### config.mk
export PLATFORM = sky130hd
export DESIGN_NAME = interp_top
export DESIGN_NICKNAME = d
export VERILOG_FILES = /design/src/rtl/interp_pkg.sv /design/src/rtl/hb_stage.sv /design/src/rtl/interp_top.sv
export SDC_FILE = /design/constraint.sdc
export NUM_CORES = 1
export LEC_CHECK = 0
export CAP_MARGIN = 20
export CORE_MARGIN = 2
export CORE_UTILIZATION = 58
export DETAILED_ROUTE_END_ITERATION = 8
export PLACE_DENSITY = 0.78
export SETUP_SLACK_MARGIN = 0.2
export SLEW_MARGIN = 20
export SYNTH_ARGS = -nofsm -noshare
export SYNTH_HDL_FRONTEND = slang
export SYNTH_SLANG_ARGS = --single-unit
### constraint.sdc
create_clock -name clk -period 6.05 [get_ports clk]
set_input_delay 1.21 -clock clk [delete_from_list [all_inputs] [get_ports clk]]
set_output_delay 1.21 -clock clk [all_outputs]
set_load 0.05 [all_outputs]
### src/rtl/interp_pkg.sv
package interp_pkg;
    localparam int SW   = 10;
    localparam int ACCW = SW + 6;
    localparam int SMAX = (2 ** (SW - 1)) - 1;
    localparam int SMIN = -(2 ** (SW - 1));
    localparam int LINE = 4;

    typedef logic signed [SW-1:0]   samp_t;
    typedef logic signed [ACCW-1:0] acc_t;

    typedef enum logic [1:0] {
        MODE_1X = 2'd0,
        MODE_2X = 2'd1,
        MODE_4X = 2'd2
    } mode_e;

    function automatic acc_t mid_sum(input samp_t d0, input samp_t d1,
                                     input samp_t d2, input samp_t d3);
        acc_t inner;
        acc_t outer;
        inner = acc_t'(d1) + acc_t'(d2);
        outer = acc_t'(d0) + acc_t'(d3);
        return (acc_t'(9) * inner) - outer;
    endfunction

    function automatic samp_t round_sat(input acc_t s);
        acc_t r;
        r = (s + acc_t'(8)) >>> 4;
        if (r > acc_t'(SMAX))      return samp_t'(SMAX);
        else if (r < acc_t'(SMIN)) return samp_t'(SMIN);
        else                       return r[SW-1:0];
    endfunction
endpackage

### src/rtl/hb_stage.sv
module hb_stage
    import interp_pkg::*;
#(
    parameter int NCH = 2
) (
    input  logic  clk,
    input  logic  rst,
    input  logic  clr,
    input  logic  in_vld,
    input  logic  wide,
    input  samp_t in_s  [NCH],
    output logic  out_vld,
    output samp_t out_s [NCH]
);
    samp_t      line_q [NCH][LINE];
    logic [1:0] wait_q;
    samp_t      ch0_d1;

    assign ch0_d1 = line_q[0][1];

    always_ff @(posedge clk) begin
        if (rst || clr) begin
            out_vld <= 1'b0;
            wait_q  <= 2'd0;
            for (int c = 0; c < NCH; c++) begin
                out_s[c] <= '0;
                for (int t = 0; t < LINE; t++) line_q[c][t] <= '0;
            end
        end else if (in_vld) begin
            out_vld <= 1'b1;
            wait_q  <= wide ? 2'd2 : 2'd1;
            for (int c = 0; c < NCH; c++) begin
                line_q[c][0] <= in_s[c];
                for (int t = 1; t < LINE; t++) line_q[c][t] <= line_q[c][t-1];
                out_s[c] <= line_q[c][1];
            end
        end else begin
            out_vld <= 1'b0;
            if (wait_q == 2'd1) begin
                out_vld <= 1'b1;
                wait_q  <= 2'd0;
                for (int c = 0; c < NCH; c++)
                    out_s[c] <= round_sat(mid_sum(line_q[c][0], line_q[c][1],
                                                  line_q[c][2], line_q[c][3]));
            end else if (wait_q == 2'd2) begin
                wait_q <= 2'd1;
            end
        end
    end

    AST_CENTER_PHASE: assert property (@(posedge clk) disable iff (rst)
        (in_vld && !clr) |=> (out_vld && out_s[0] == $past(ch0_d1)))
        else $error("centre phase mismatch");

    AST_MID_FOLLOWS: assert property (@(posedge clk) disable iff (rst)
        (!in_vld && !clr && wait_q == 2'd1) |=> out_vld)
        else $error("midpoint output missing");
endmodule

### src/rtl/interp_top.sv
module interp_top
    import interp_pkg::*;
(
    input  logic          clk,
    input  logic          rst,
    input  logic          in_valid,
    input  logic [SW-1:0] in_a,
    input  logic [SW-1:0] in_b,
    input  logic          en_stage1,
    input  logic          en_stage2,
    output logic          out_valid,
    output logic [SW-1:0] out_a,
    output logic [SW-1:0] out_b
);
    localparam int NCH = 2;

    mode_e mode_now, mode_q;
    logic  flush;

    always_comb begin
        if (!en_stage1)      mode_now = MODE_1X;
        else if (!en_stage2) mode_now = MODE_2X;
        else                 mode_now = MODE_4X;
    end

    assign flush = (mode_now != mode_q);

    always_ff @(posedge clk) begin
        if (rst) mode_q <= MODE_1X;
        else     mode_q <= mode_now;
    end

    samp_t in_vec [NCH];
    assign in_vec[0] = samp_t'(in_a);
    assign in_vec[1] = samp_t'(in_b);

    // bypass register for 1x
    logic  byp_vld;
    samp_t byp_s [NCH];
    always_ff @(posedge clk) begin
        if (rst || flush) begin
            byp_vld <= 1'b0;
            for (int c = 0; c < NCH; c++) byp_s[c] <= '0;
        end else begin
            byp_vld <= in_valid && (mode_q == MODE_1X);
            if (in_valid && mode_q == MODE_1X)
                for (int c = 0; c < NCH; c++) byp_s[c] <= in_vec[c];
        end
    end

    logic  s1_vld, s2_vld;
    samp_t s1_s [NCH];
    samp_t s2_s [NCH];

    hb_stage #(.NCH(NCH)) u_stage1 (
        .clk    (clk),
        .rst    (rst),
        .clr    (flush),
        .in_vld (in_valid && (mode_q != MODE_1X)),
        .wide   (mode_q == MODE_4X),
        .in_s   (in_vec),
        .out_vld(s1_vld),
        .out_s  (s1_s)
    );

    hb_stage #(.NCH(NCH)) u_stage2 (
        .clk    (clk),
        .rst    (rst),
        .clr    (flush),
        .in_vld (s1_vld && (mode_q == MODE_4X)),
        .wide   (1'b0),
        .in_s   (s1_s),
        .out_vld(s2_vld),
        .out_s  (s2_s)
    );

    always_comb begin
        case (mode_q)
            MODE_2X: begin
                out_valid = s1_vld;
                out_a = s1_s[0];
                out_b = s1_s[1];
            end
            MODE_4X: begin
                out_valid = s2_vld;
                out_a = s2_s[0];
                out_b = s2_s[1];
            end
            default: begin
                out_valid = byp_vld;
                out_a = byp_s[0];
                out_b = byp_s[1];
            end
        endcase
    end

    AST_BYPASS_LAT: assert property (@(posedge clk) disable iff (rst)
        (mode_q == MODE_1X && !flush && in_valid) |=>
            (out_valid && out_a == $past(in_a) && out_b == $past(in_b)))
        else $error("bypass latency broken");

    AST_FLUSH_QUIET: assert property (@(posedge clk) disable iff (rst)
        flush |=> !out_valid)
        else $error("output after ratio change");
endmodule

==> summary.txt, run 1 <==
Detailed routing
  • Post-DR wirelength/cell: 16.69 um
  • Drt pass-1 iters: 5
  • Vias after detailed routing: 12985
  • Drt total wl: 38450 um
  • Post-route ant nets: 0
  • Mean number of vias per cell: 5.638
  • DRC: 0
  • Starting DRC count in detailed routing: 832

Placement
  • Dpl cells: 2234
  • GPL Wtd Cong: 0.8577
  • HPWL after DPL: 29120 um
  • Post-DP Area: 0.01889 mm^2
  • PortBufs: 45

Clock tree
  • Clk pin slew, worst setup/hold paths: 0.06 ns
  • H-tree depth: 1
  • Clock sink total: 228
  • Worst skew pair latency: 0.53 ns
  • Clock Tree Root: clkbuf_16
  • CTS tree: yes
  • CTS Buf Count: 25
  • CTS Buffer Depth: 3
  • CTS Hold Bufs: 0

STA
  • Sum Neg Setup Slack: 0 ns
  • FMAX: 174.4 MHz
  • RSZ-0062 raised after global routing: yes
  • Minimum clock period: 5.733 ns
  • # setup viols final: 0
  • Final clock skew: 0.009697 ns
  • Final Max Slew Viols: 0
  • Slew @ Worst Pin: 1.091 ns
  • Period utilisation layout: 94.76%
  • Final hold vios: 0
  • Slew margin rel.: 27.28%
  • Hold Slack: 0.4605 ns

Cells and area
  • Ant. Diodes: 0
  • Commonest cells after routing, fill and taps aside: ha_1, inv_1, edfxtp_1, and2_1, a21oi_1
  • Fill cell count: 2311
  • Finished Cell Area: 0.02025 mm^2
  • Nets@finish: 2242
  • Share of layout cells above drive strength 1: 8.862%
  • Fin cells: 2303
  • Layout area overhead: 12.62%
  • Commonest non-fill, non-tap cell in the layout: ha_1

Die
  • I/O pin count: 46
  • Die width: 180.1 um
  • Initial core utilization: 58.78%
  • Row count: 64
  • Core Region: 0.03059 mm^2
  • Die ar.: 0.03243 mm^2
  • Die extent in y: 180.1 um

Outcome
  • Status: finished clean

Logic synthesis
  • Post-synth EDFFs: 180
  • FF+latch count, synth: 228
  • Synth unique cells: 80
  • Post-Syn Instances: 1825
  • Seq/Total Area, Yosys: 35.40%
  • Avg Cell Area, Syn: 9.853 um^2
  • Ys flop type: edfxtp_1
  • Syn Nets: 2178
  • Mapped cell area: 0.01798 mm^2
  • Fraction of registers with async set/reset: 0%
  • Synth warn: 0

Critical path
  • Crit Path Class: reg -> reg
  • Critical Path AT: 6.14 ns
  • Max FO, Critical Path: 8
  • Startpoint Class: flop
  • CP endpoint kind: flop
  • Worst Path Required: 6.46 ns

Worst hold path
  • Class of the most critical hold timing path: reg -> reg

GRT
  • All-Layer GR Usage: 23.28%
  • Overflow after GRT: 0
  • Pin count of the biggest net entering global routing: 83
  • Vias in the first global route: 13055
  • First-pass GRT wire length: 62560 um
  • Initial antenna violation count: 0

Job
  • MaxCap Viol Count: 0

Pwr
  • VDD IR max: 0.2587 mV
  • Leak: 0.009451 uW
  • Cell area power density: 428.6 mW/mm^2
==> kinds of logic after synthesis <==
kind of cell,count (synthesis),synth area share [%]
AO/OA/AOI/OAI,368,13.40
buffers and inverters,314,6.562
XOR/XNOR,110,5.442
AND/OR/NAND/NOR,466,13.59
adder cells (fa/ha/maj),328,24.99
flip-flops,228,35.40
multiplexers,11,0.6124
==> synthesized netlist by cell type (43+ instances only) <==
master / count / area (um^2)
and2_1: 177 / 1107
a21oi_1: 111 / 555.5
xnor2_1: 71 / 621.9
ha_1: 276 / 3453
nor2_1: 94 / 352.8
fa_1: 52 / 1041
dfxtp_1: 48 / 960.9
inv_1: 265 / 994.7
edfxtp_1: 180 / 5405
clkbuf_1: 43 / 161.4
nand2_1: 92 / 345.3
o21ai_1: 56 / 280.3
==> worst paths after layout <==
kind,start,end,slack [ns],cells after the start
setup / recovery,u_stage1.line_q[0][31],u_stage1.out_s[11],0.32,24
hold / removal,u_stage1.out_s[13],u_stage1.out_s[13],0.46,2
setup reg to reg,u_stage1.line_q[0][31],u_stage1.out_s[11],0.32,24
hold reg to reg,u_stage1.out_s[13],u_stage1.out_s[13],0.46,2
==> repair_timing <==
item                                    in CTS  in global routing
pin swaps                                    4                 27
gates cloned                                 1                  1
endpoints found under the setup margin      21                 37
buffers inserted                             1                 20
resized for setup                            9                 80
==> flip-flops by register name, indices dropped and copies added (netlist names) <==
name,count
byp_s,20
byp_vld,1
mode_q,2
u_stage1.line_q,80
u_stage1.out_s,20
u_stage1.out_vld,1
u_stage1.wait_q,2
u_stage2.line_q,80
u_stage2.out_s,20
u_stage2.out_vld,1
u_stage2.wait_q,1
==> cell type report <==
class	count	area (um^2)	area share (%)
inverters	267	1003	4.955
clock inverters	15	121.4	0.5993
flip-flops and latches	228	6366	31.44
repair buffers	82	732.0	3.614
well taps	396	495.5	2.447
clock buffers	30	644.4	3.182
multi-input cells	1285	10890	53.77
==> where the power goes <==
part,switching [uW],internal (uW)
logic,3070,2330
registers,56.3,1780
clock network,643,808
==> metrics by stage <==
| step | setup WS [ns] | power (uW) | utilization (%) |
|---|---|---|---|
| final | 0.3167 | 8680 | 66.20 |
| after global routing | 0.07713 | 9361 | 66.20 |
| after CTS | 0.1513 | 7923 | 64.50 |
| after detailed placement | -0.1044 | 6358 | 61.74 |
| after global placement | 0.1778 | 6246 | 61.74 |
| after floorplan | 0.3650 | 5435 | - |
==> critical path: stages (launching register included) <==
cell      delay (ns)
edfxtp_1        0.43
ha_1            0.30
a21o_1          0.19
a21oi_2         0.17
o21ai_1         0.09
a21oi_2         0.19
o21ai_1         0.12
a21o_1          0.22
and4b_1         0.21
a311oi_2        0.25
ha_1            0.21
inv_1           0.07
fa_1            0.53
inv_1           0.04
ha_1            0.29
ha_1            0.30
ha_1            0.37
and3_1          0.21
a32oi_2         0.29
o211ai_1        0.17
xnor2_2         0.19
buf_6           0.15
o21ai_4         0.10
a21o_1          0.19
a221o_1         0.32
==> routing by layer <==
metal	GRT usage, %	part of all wire [%]
met1	31.28	45
met2	40.06	48
met3	2.304	4.6
met4	6.968	2.8
met5	0	0
No activity file was read; power rests on OpenSTA's default activity.
==> inputs of run 2 (changes only) <==
CORE_UTILIZATION = 51   (was 58)
PLACE_DENSITY = 0.68   (was 0.78)
clock period = 7.4 ns   (was 6.05 ns; I/O delays follow)
==> summary.txt, run 2 (same netlist as run 1, synthesis figures left out) <==
Outcome
  • Status: finished clean (unchanged)

Placement
  • Post-DP Area: 0.01889 mm^2 (about the same)
  • Setup Slack @ Placement: 1.165 ns (was -0.1044 ns)
  • HPWL after DPL: 29260 um (was 29120 um)
  • GPL Wtd Cong: 0.8428 (was 0.8577)
  • PortBufs: 45 (unchanged)

STA
  • Final hold vios: 0 (unchanged)
  • Minimum clock period: 6.271 ns (was 5.733 ns)
  • FMAX: 159.5 MHz (was 174.4 MHz)
  • RSZ-0062 raised after global routing: no (was yes)
  • Period utilisation layout: 84.74% (was 94.76%)
  • # setup viols final: 0 (unchanged)
  • Final clock skew: 0.01175 ns (was 0.009697 ns)
  • Slew margin rel.: 27.66% (was 27.28%)
  • Slew @ Worst Pin: 1.085 ns (was 1.091 ns)
  • Sum Neg Setup Slack: 0 ns (unchanged)
  • Final Max Slew Viols: 0 (unchanged)
  • Post-route setup slack: 1.129 ns (was 0.3167 ns)

Clock tree
  • CTS Buf Count: 24 (was 25)
  • CTS tree: yes (unchanged)
  • Clock Tree Root: clkbuf_16 (unchanged)
  • Post_cts resized: 0 (was 9)
  • CTS Hold Bufs: 0 (unchanged)
  • CTS Buffer Depth: 3 (unchanged)
  • Clk pin slew, worst setup/hold paths: 0.06 ns (about the same)
  • Worst skew pair latency: 0.51 ns (was 0.53 ns)
  • H-tree depth: 1 (unchanged)
  • Clock sink total: 228 (unchanged)
  • Post-CTS setup buffer count: 0 (was 1)

Detailed routing
  • Vias after detailed routing: 12449 (was 12985)
  • DRC: 0 (unchanged)
  • Drt pass-1 iters: 7 (was 5)
  • Starting DRC count in detailed routing: 575 (was 832)
  • Post-route ant nets: 0 (unchanged)
  • Drt total wl: 36960 um (was 38450 um)
  • Post-DR wirelength/cell: 15.87 um (was 16.69 um)
  • Mean number of vias per cell: 5.345 (was 5.638)

Worst hold path
  • HP Start: u_stage2.out_s[7] (was u_stage1.out_s[13])
  • Hold endpoint: u_stage2.out_s[7] (was u_stage1.out_s[13])
  • Hold Path Depth: 2 (unchanged)
  • Class of the most critical hold timing path: reg -> reg (unchanged)

Cells and area
  • Regs by FF count: u_stage1.line_q x80, u_stage2.line_q x80 (unchanged)
  • Fill cell count: 2939 (was 2311)
  • Nets@finish: 2209 (was 2242)
  • Layout area overhead: 9.728% (was 12.62%)
  • Commonest non-fill, non-tap cell in the layout: ha_1 (unchanged)
  • Ant. Diodes: 0 (unchanged)
  • Finished Cell Area: 0.01973 mm^2 (was 0.02025 mm^2)
  • Register area: 0.006366 mm^2 (unchanged)
  • Commonest cells after routing, fill and taps aside: ha_1, inv_1, edfxtp_1, and2_1, a21oi_1 (unchanged)
  • Share of layout cells above drive strength 1: 4.109% (was 8.862%)
  • Area of the multi-input gates: 0.01046 mm^2 (was 0.01089 mm^2)

GRT
  • Overflow after GRT: 0 (unchanged)
  • Pin count of the biggest net entering global routing: 84 (was 83)
  • Vias in the first global route: 12230 (was 13055)
  • Initial antenna violation count: 1 (was 0)
  • First-pass GRT wire length: 60100 um (was 62560 um)
  • All-Layer GR Usage: 20.41% (was 23.28%)

Critical path
  • CP endpoint kind: flop (unchanged)
  • Max FO, Critical Path: 9 (was 8)
  • R2R cell count: 21 (was 24)
  • Worst Path Required: 7.78 ns (was 6.46 ns)
  • Reg2reg end: u_stage2.out_s[5] (was u_stage1.out_s[11])
  • Critical Path AT: 6.65 ns (was 6.14 ns)
  • R2r setup slk: 1.13 ns (was 0.32 ns)
  • R2r startpoint: u_stage2.line_q[1][10] (was u_stage1.line_q[0][31])
  • Crit Path Class: reg -> reg (unchanged)
  • Startpoint Class: flop (unchanged)

Pwr
  • Leak: 0.009259 uW (was 0.009451 uW)
  • VDD IR max: 0.2204 mV (was 0.2587 mV)
  • Cell area power density: 326.5 mW/mm^2 (was 428.6 mW/mm^2)

Die
  • I/O pin count: 46 (unchanged)
  • Die ar.: 0.03678 mm^2 (was 0.03243 mm^2)
  • Initial core utilization: 51.93% (was 58.78%)
  • Die width: 191.8 um (was 180.1 um)
  • Core Region: 0.03463 mm^2 (was 0.03059 mm^2)
  • Row count: 68 (was 64)
  • Die extent in y: 191.8 um (was 180.1 um)

Job
  • MaxCap Viol Count: 0 (unchanged)
run 2: final cells by class:
type,count,share of cell area (%)
inverter,267,5.086
timing repair buffer,52,2.651
sequential,228,32.27
clock buffer,35,3.564
clock inverter,9,0.5454
multi-input combinational,1283,53.00
tap,455,2.885
run 2: worst max-delay path by stage:
stage	depth (start not counted)	to	start	slack (ns)
6_report	21	u_stage2.out_s[5]	u_stage2.line_q[1][10]	1.13
5_1_grt	21	u_stage2.out_s[5]	u_stage2.line_q[1][10]	0.70
4_1_cts	21	u_stage2.out_s[5]	u_stage2.line_q[1][10]	1.14
3_5_place_dp	21	u_stage2.out_s[5]	u_stage2.line_q[1][10]	1.17
3_3_place_gp	21	u_stage2.out_s[5]	u_stage2.line_q[1][10]	1.45
2_1_floorplan	22	u_stage2.out_s[5]	u_stage2.line_q[1][10]	1.72
run 2: routing by layer:
metal	wire length (um)	up-vias	global-route usage, %
li1	-	6341	-
met1	17930	5840	28.37
met2	17020	216	34.43
met3	1195	50	1.845
met4	792	2	4.941
met5	16	-	0
run 2: report_power, final:
| group | leakage, uW | internal [uW] | switching [uW] |
|---|---|---|---|
| Clock | 0.000393 | 732 | 498 |
| Sequential | 0.00243 | 1450 | 38.3 |
| Combinational | 0.00643 | 1540 | 2190 |
run 2: worst max-delay path, cell delays in order, from the launching register on:
cell	delay, ns
edfxtp_1	0.40
ha_1	0.24
fa_1	0.41
a21o_1	0.17
a21oi_1	0.23
o21bai_1	0.10
a21oi_1	0.24
o21ai_1	0.14
a2111oi_0	0.46
a21oi_1	0.28
fa_1	0.62
inv_1	0.06
ha_1	0.28
ha_1	0.29
ha_1	0.40
a21o_1	0.23
a21o_1	0.20
a211o_1	0.33
a2111oi_2	0.51
o41ai_4	0.22
a221oi_2	0.27
a311oi_2	0.07
run 2: per-stage QoR:
| step | hold slack (ns) | cells | util (%) | power, uW |
|---|---|---|---|---|
| 2_1_floorplan | 0.4276 | 1825 | - | 4444 |
| 3_3_place_gp | 0.4475 | 2284 | 54.56 | 5119 |
| 3_5_place_dp | 0.4550 | 2284 | 54.56 | 5193 |
| 4_1_cts | 0.4650 | 2328 | 56.90 | 6460 |
| 5_1_grt | 0.4845 | 2329 | 56.98 | 7015 |
| 6_report | 0.4651 | 2329 | 56.98 | 6442 |
==> inputs of run 3 (changes only) <==
clock period = 5.8 ns   (was 7.4 ns; I/O delays follow)
==> summary.txt, run 3 (same netlist as run 1, synthesis figures left out) <==
Outcome
  • Status: finished clean (unchanged)

GRT
  • Initial antenna violation count: 0 (was 1)
  • Vias in the first global route: 12482 (was 12230)
  • Met3 usage: 1.791% (was 1.845%)
  • Overflow after GRT: 0 (unchanged)
  • Gr busiest metal: met2 (unchanged)
  • First-pass GRT wire length: 61630 um (was 60100 um)
  • All-Layer GR Usage: 21.01% (was 20.41%)
  • Met2 usage in global routing: 36.32% (was 34.43%)
  • Pin count of the biggest net entering global routing: 44 (was 84)
  • M1 GR Usage: 28.45% (was 28.37%)

Placement
  • GPL Wtd Cong: 0.8570 (was 0.8428)
  • Setup Slack @ Placement: -0.08372 ns (was 1.165 ns)
  • Dpl cells: 2307 (was 2284)
  • PortBufs: 45 (unchanged)
  • HPWL after DPL: 30150 um (was 29260 um)

Die
  • Die ar.: 0.03678 mm^2 (unchanged)
  • I/O pin count: 46 (unchanged)
  • Die width: 191.8 um (unchanged)
  • Core Region: 0.03463 mm^2 (unchanged)
  • Die extent in y: 191.8 um (unchanged)
  • Row count: 68 (unchanged)
  • Initial core utilization: 51.93% (unchanged)

Pwr
  • Pint: 5459 uW (was 3719 uW)
  • Cell area power density: 454.5 mW/mm^2 (was 326.5 mW/mm^2)
  • Sw frac: 42.50% (was 42.28%)
  • Leak: 0.009583 uW (was 0.009259 uW)
  • Combinational power share: 63.0% (was 57.8%)
  • VDD IR max: 0.2480 mV (was 0.2204 mV)
  • Clock Power Share: 17.0% (was 19.1%)
  • Reg power frac: 20.0% (was 23.1%)
  • NetSw: 4036 uW (was 2724 uW)
  • Tot Pwr: 9495 uW (was 6442 uW)

Critical path
  • Max FO, Critical Path: 5 (was 9)
  • R2R cell count: 24 (was 21)
  • CP peak stage delay: 0.48 ns (was 0.62 ns)
  • Startpoint Class: flop (unchanged)
  • Crit Path Class: reg -> reg (unchanged)
  • Worst Path Required: 6.18 ns (was 7.78 ns)
  • Slowest library cell on the worst path: fa_1 (unchanged)
  • Critical Path AT: 5.89 ns (was 6.65 ns)
  • CP cell instances: ha_1 -> a21o_1 -> a21oi_2 -> o21ai_1 -> a21oi_2 -> o21ai_1 -> a21o_1 -> and4_1 -> a211oi_2 -> ha_1 -> inv_1 -> fa_1 -> inv_1 -> ha_1 -> ha_4 -> ha_4 -> a21o_1 -> a21o_1 -> a211o_4 -> a2111oi_4 -> o41ai_4 -> buf_4 -> a221oi_2 -> a311oi_2 (was ha_1 -> fa_1 -> a21o_1 -> a21oi_1 -> o21bai_1 -> a21oi_1 -> o21ai_1 -> a2111oi_0 -> a21oi_1 -> fa_1 -> inv_1 -> ha_1 -> ha_1 -> ha_1 -> a21o_1 -> a21o_1 -> a211o_1 -> a2111oi_2 -> o41ai_4 -> a221oi_2 -> a311oi_2)
  • Reg2reg end: u_stage2.out_s[5] (unchanged)
  • CP endpoint kind: flop (unchanged)
  • Most frequent CP cell: a21o_1 (was ha_1)
  • R2r startpoint: u_stage2.line_q[1][31] (was u_stage2.line_q[1][10])
  • R2r setup slk: 0.29 ns (was 1.13 ns)

Clock tree
  • CTS Buffer Depth: 3 (unchanged)
  • CTS tree: yes (unchanged)
  • Clk pin slew, worst setup/hold paths: 0.06 ns (about the same)
  • CTS Buf Count: 25 (was 24)
  • Clock Tree Root: clkbuf_16 (unchanged)
  • Clock sink total: 228 (unchanged)
  • H-tree depth: 1 (unchanged)
  • Worst skew pair latency: 0.53 ns (was 0.51 ns)

Cells and area
  • Commonest cells after routing, fill and taps aside: inv_1, ha_1, edfxtp_1, and2_1, nand2_1 (was ha_1, inv_1, edfxtp_1, and2_1, a21oi_1)
  • Fin cells: 2381 (was 2329)
  • Share of layout cells above drive strength 1: 12.05% (was 4.109%)
  • Ant. Diodes: 0 (unchanged)
  • Layout area overhead: 16.20% (was 9.728%)
  • Commonest non-fill, non-tap cell in the layout: inv_1 (was ha_1)
  • Regs by FF count: u_stage1.line_q x80, u_stage2.line_q x80 (unchanged)
  • Fill cell count: 2857 (was 2939)
  • Nets@finish: 2260 (was 2209)

STA
  • Final Max Slew Viols: 0 (unchanged)
  • RSZ-0062 raised after global routing: no (unchanged)
  • Final hold vios: 0 (unchanged)
  • Final clock skew: 0.006442 ns (was 0.01175 ns)
  • # setup viols final: 0 (unchanged)
  • FMAX: 181.4 MHz (was 159.5 MHz)
  • Post-route setup slack: 0.2871 ns (was 1.129 ns)
  • Period utilisation layout: 95.05% (was 84.74%)
  • Slew @ Worst Pin: 0.9858 ns (was 1.085 ns)
  • Hold Slack: 0.4576 ns (was 0.4651 ns)
  • Slew margin rel.: 34.04% (was 27.66%)
  • Minimum clock period: 5.513 ns (was 6.271 ns)

Detailed routing
  • Starting DRC count in detailed routing: 584 (was 575)
  • Post-DR wirelength/cell: 16.73 um (was 15.87 um)
  • Mean number of vias per cell: 5.438 (was 5.345)
  • Drt pass-1 iters: 5 (was 7)
  • DRC: 0 (unchanged)
  • Drt total wl: 39840 um (was 36960 um)
  • Vias after detailed routing: 12949 (was 12449)
  • Post-route ant nets: 0 (unchanged)

Job
  • MaxCap Viol Count: 0 (unchanged)

Worst hold path
  • Hold Path Depth: 2 (unchanged)
  • Class of the most critical hold timing path: reg -> reg (unchanged)
  • HP Start: u_stage1.out_s[13] (was u_stage2.out_s[7])
  • Hold endpoint: u_stage1.out_s[13] (was u_stage2.out_s[7])
[run 3: critical path: cells and delay by family, from the launching register on]
| family | cells | cell delay (ns) |
|---|---|---|
| fa+ha+maj | 6 | 1.73 |
| buf+inv | 3 | 0.31 |
| simple gates | 1 | 0.21 |
| compound gates | 14 | 2.68 |
| flops | 1 | 0.42 |
[run 3: routing by layer]
layer	vias to the layer above	share of wire, %
met4	0	2.2
li1	6443	-
met3	61	3.0
met5	-	0
met2	205	48
met1	6240	47
[run 3: timing repair]
item                       CTS  global route
setup endpoints to repair   34            40
hold buffers                 0             0
pin swaps                    8            44
gates resized for setup     21           108
gates cloned                 1             1
buffers inserted             3            23
[run 3: per-stage QoR]
stage / utilization, % / area [um^2] / setup TNS, ns
final: 60.34 / 20890 / 0
after global routing: 60.34 / 20890 / 0
after CTS: 58.05 / 20100 / 0
after detailed placement: 55.14 / 19090 / -0.09499
after global placement: 55.14 / 19090 / 0
after floorplan: - / 18000 / 0
[run 3: worst max path at each step]
| stage | start | end | slack, ns | cells past startpoint |
|---|---|---|---|---|
| final | u_stage2.line_q[1][31] | u_stage2.out_s[5] | 0.29 | 24 |
| after global routing | u_stage2.line_q[1][31] | u_stage2.out_s[5] | 0.07 | 24 |
| after CTS | u_stage1.line_q[1][10] | u_stage1.out_s[7] | 0.16 | 24 |
| after detailed placement | u_stage2.line_q[1][10] | u_stage2.out_s[5] | -0.08 | 23 |
| after global placement | u_stage2.line_q[1][10] | u_stage2.out_s[5] | 0.06 | 23 |
| after floorplan | u_stage2.line_q[1][10] | u_stage2.out_s[5] | 0.22 | 22 |
[run 3: power by group through the flow]
stage / Clock, uW / Combinational [uW] / Sequential (uW)
after global routing: 1700 / 6640 / 1910
final: 1610 / 5980 / 1900
after detailed placement: 0 / 4850 / 1930
after CTS: 1640 / 5090 / 1900
after global placement: 0 / 4750 / 1930
after floorplan: 0 / 3770 / 1920
[run 3: final cells by class]
class / instances / area [um^2] / area share [%]
flip-flops and latches: 228 / 6366 / 30.47
inverters: 267 / 1003 / 4.803
repair buffers: 100 / 888.4 / 4.252
clock inverters: 12 / 108.9 / 0.5210
clock buffers: 34 / 730.7 / 3.497
well taps: 455 / 569.3 / 2.725
multi-input cells: 1285 / 11230 / 53.73
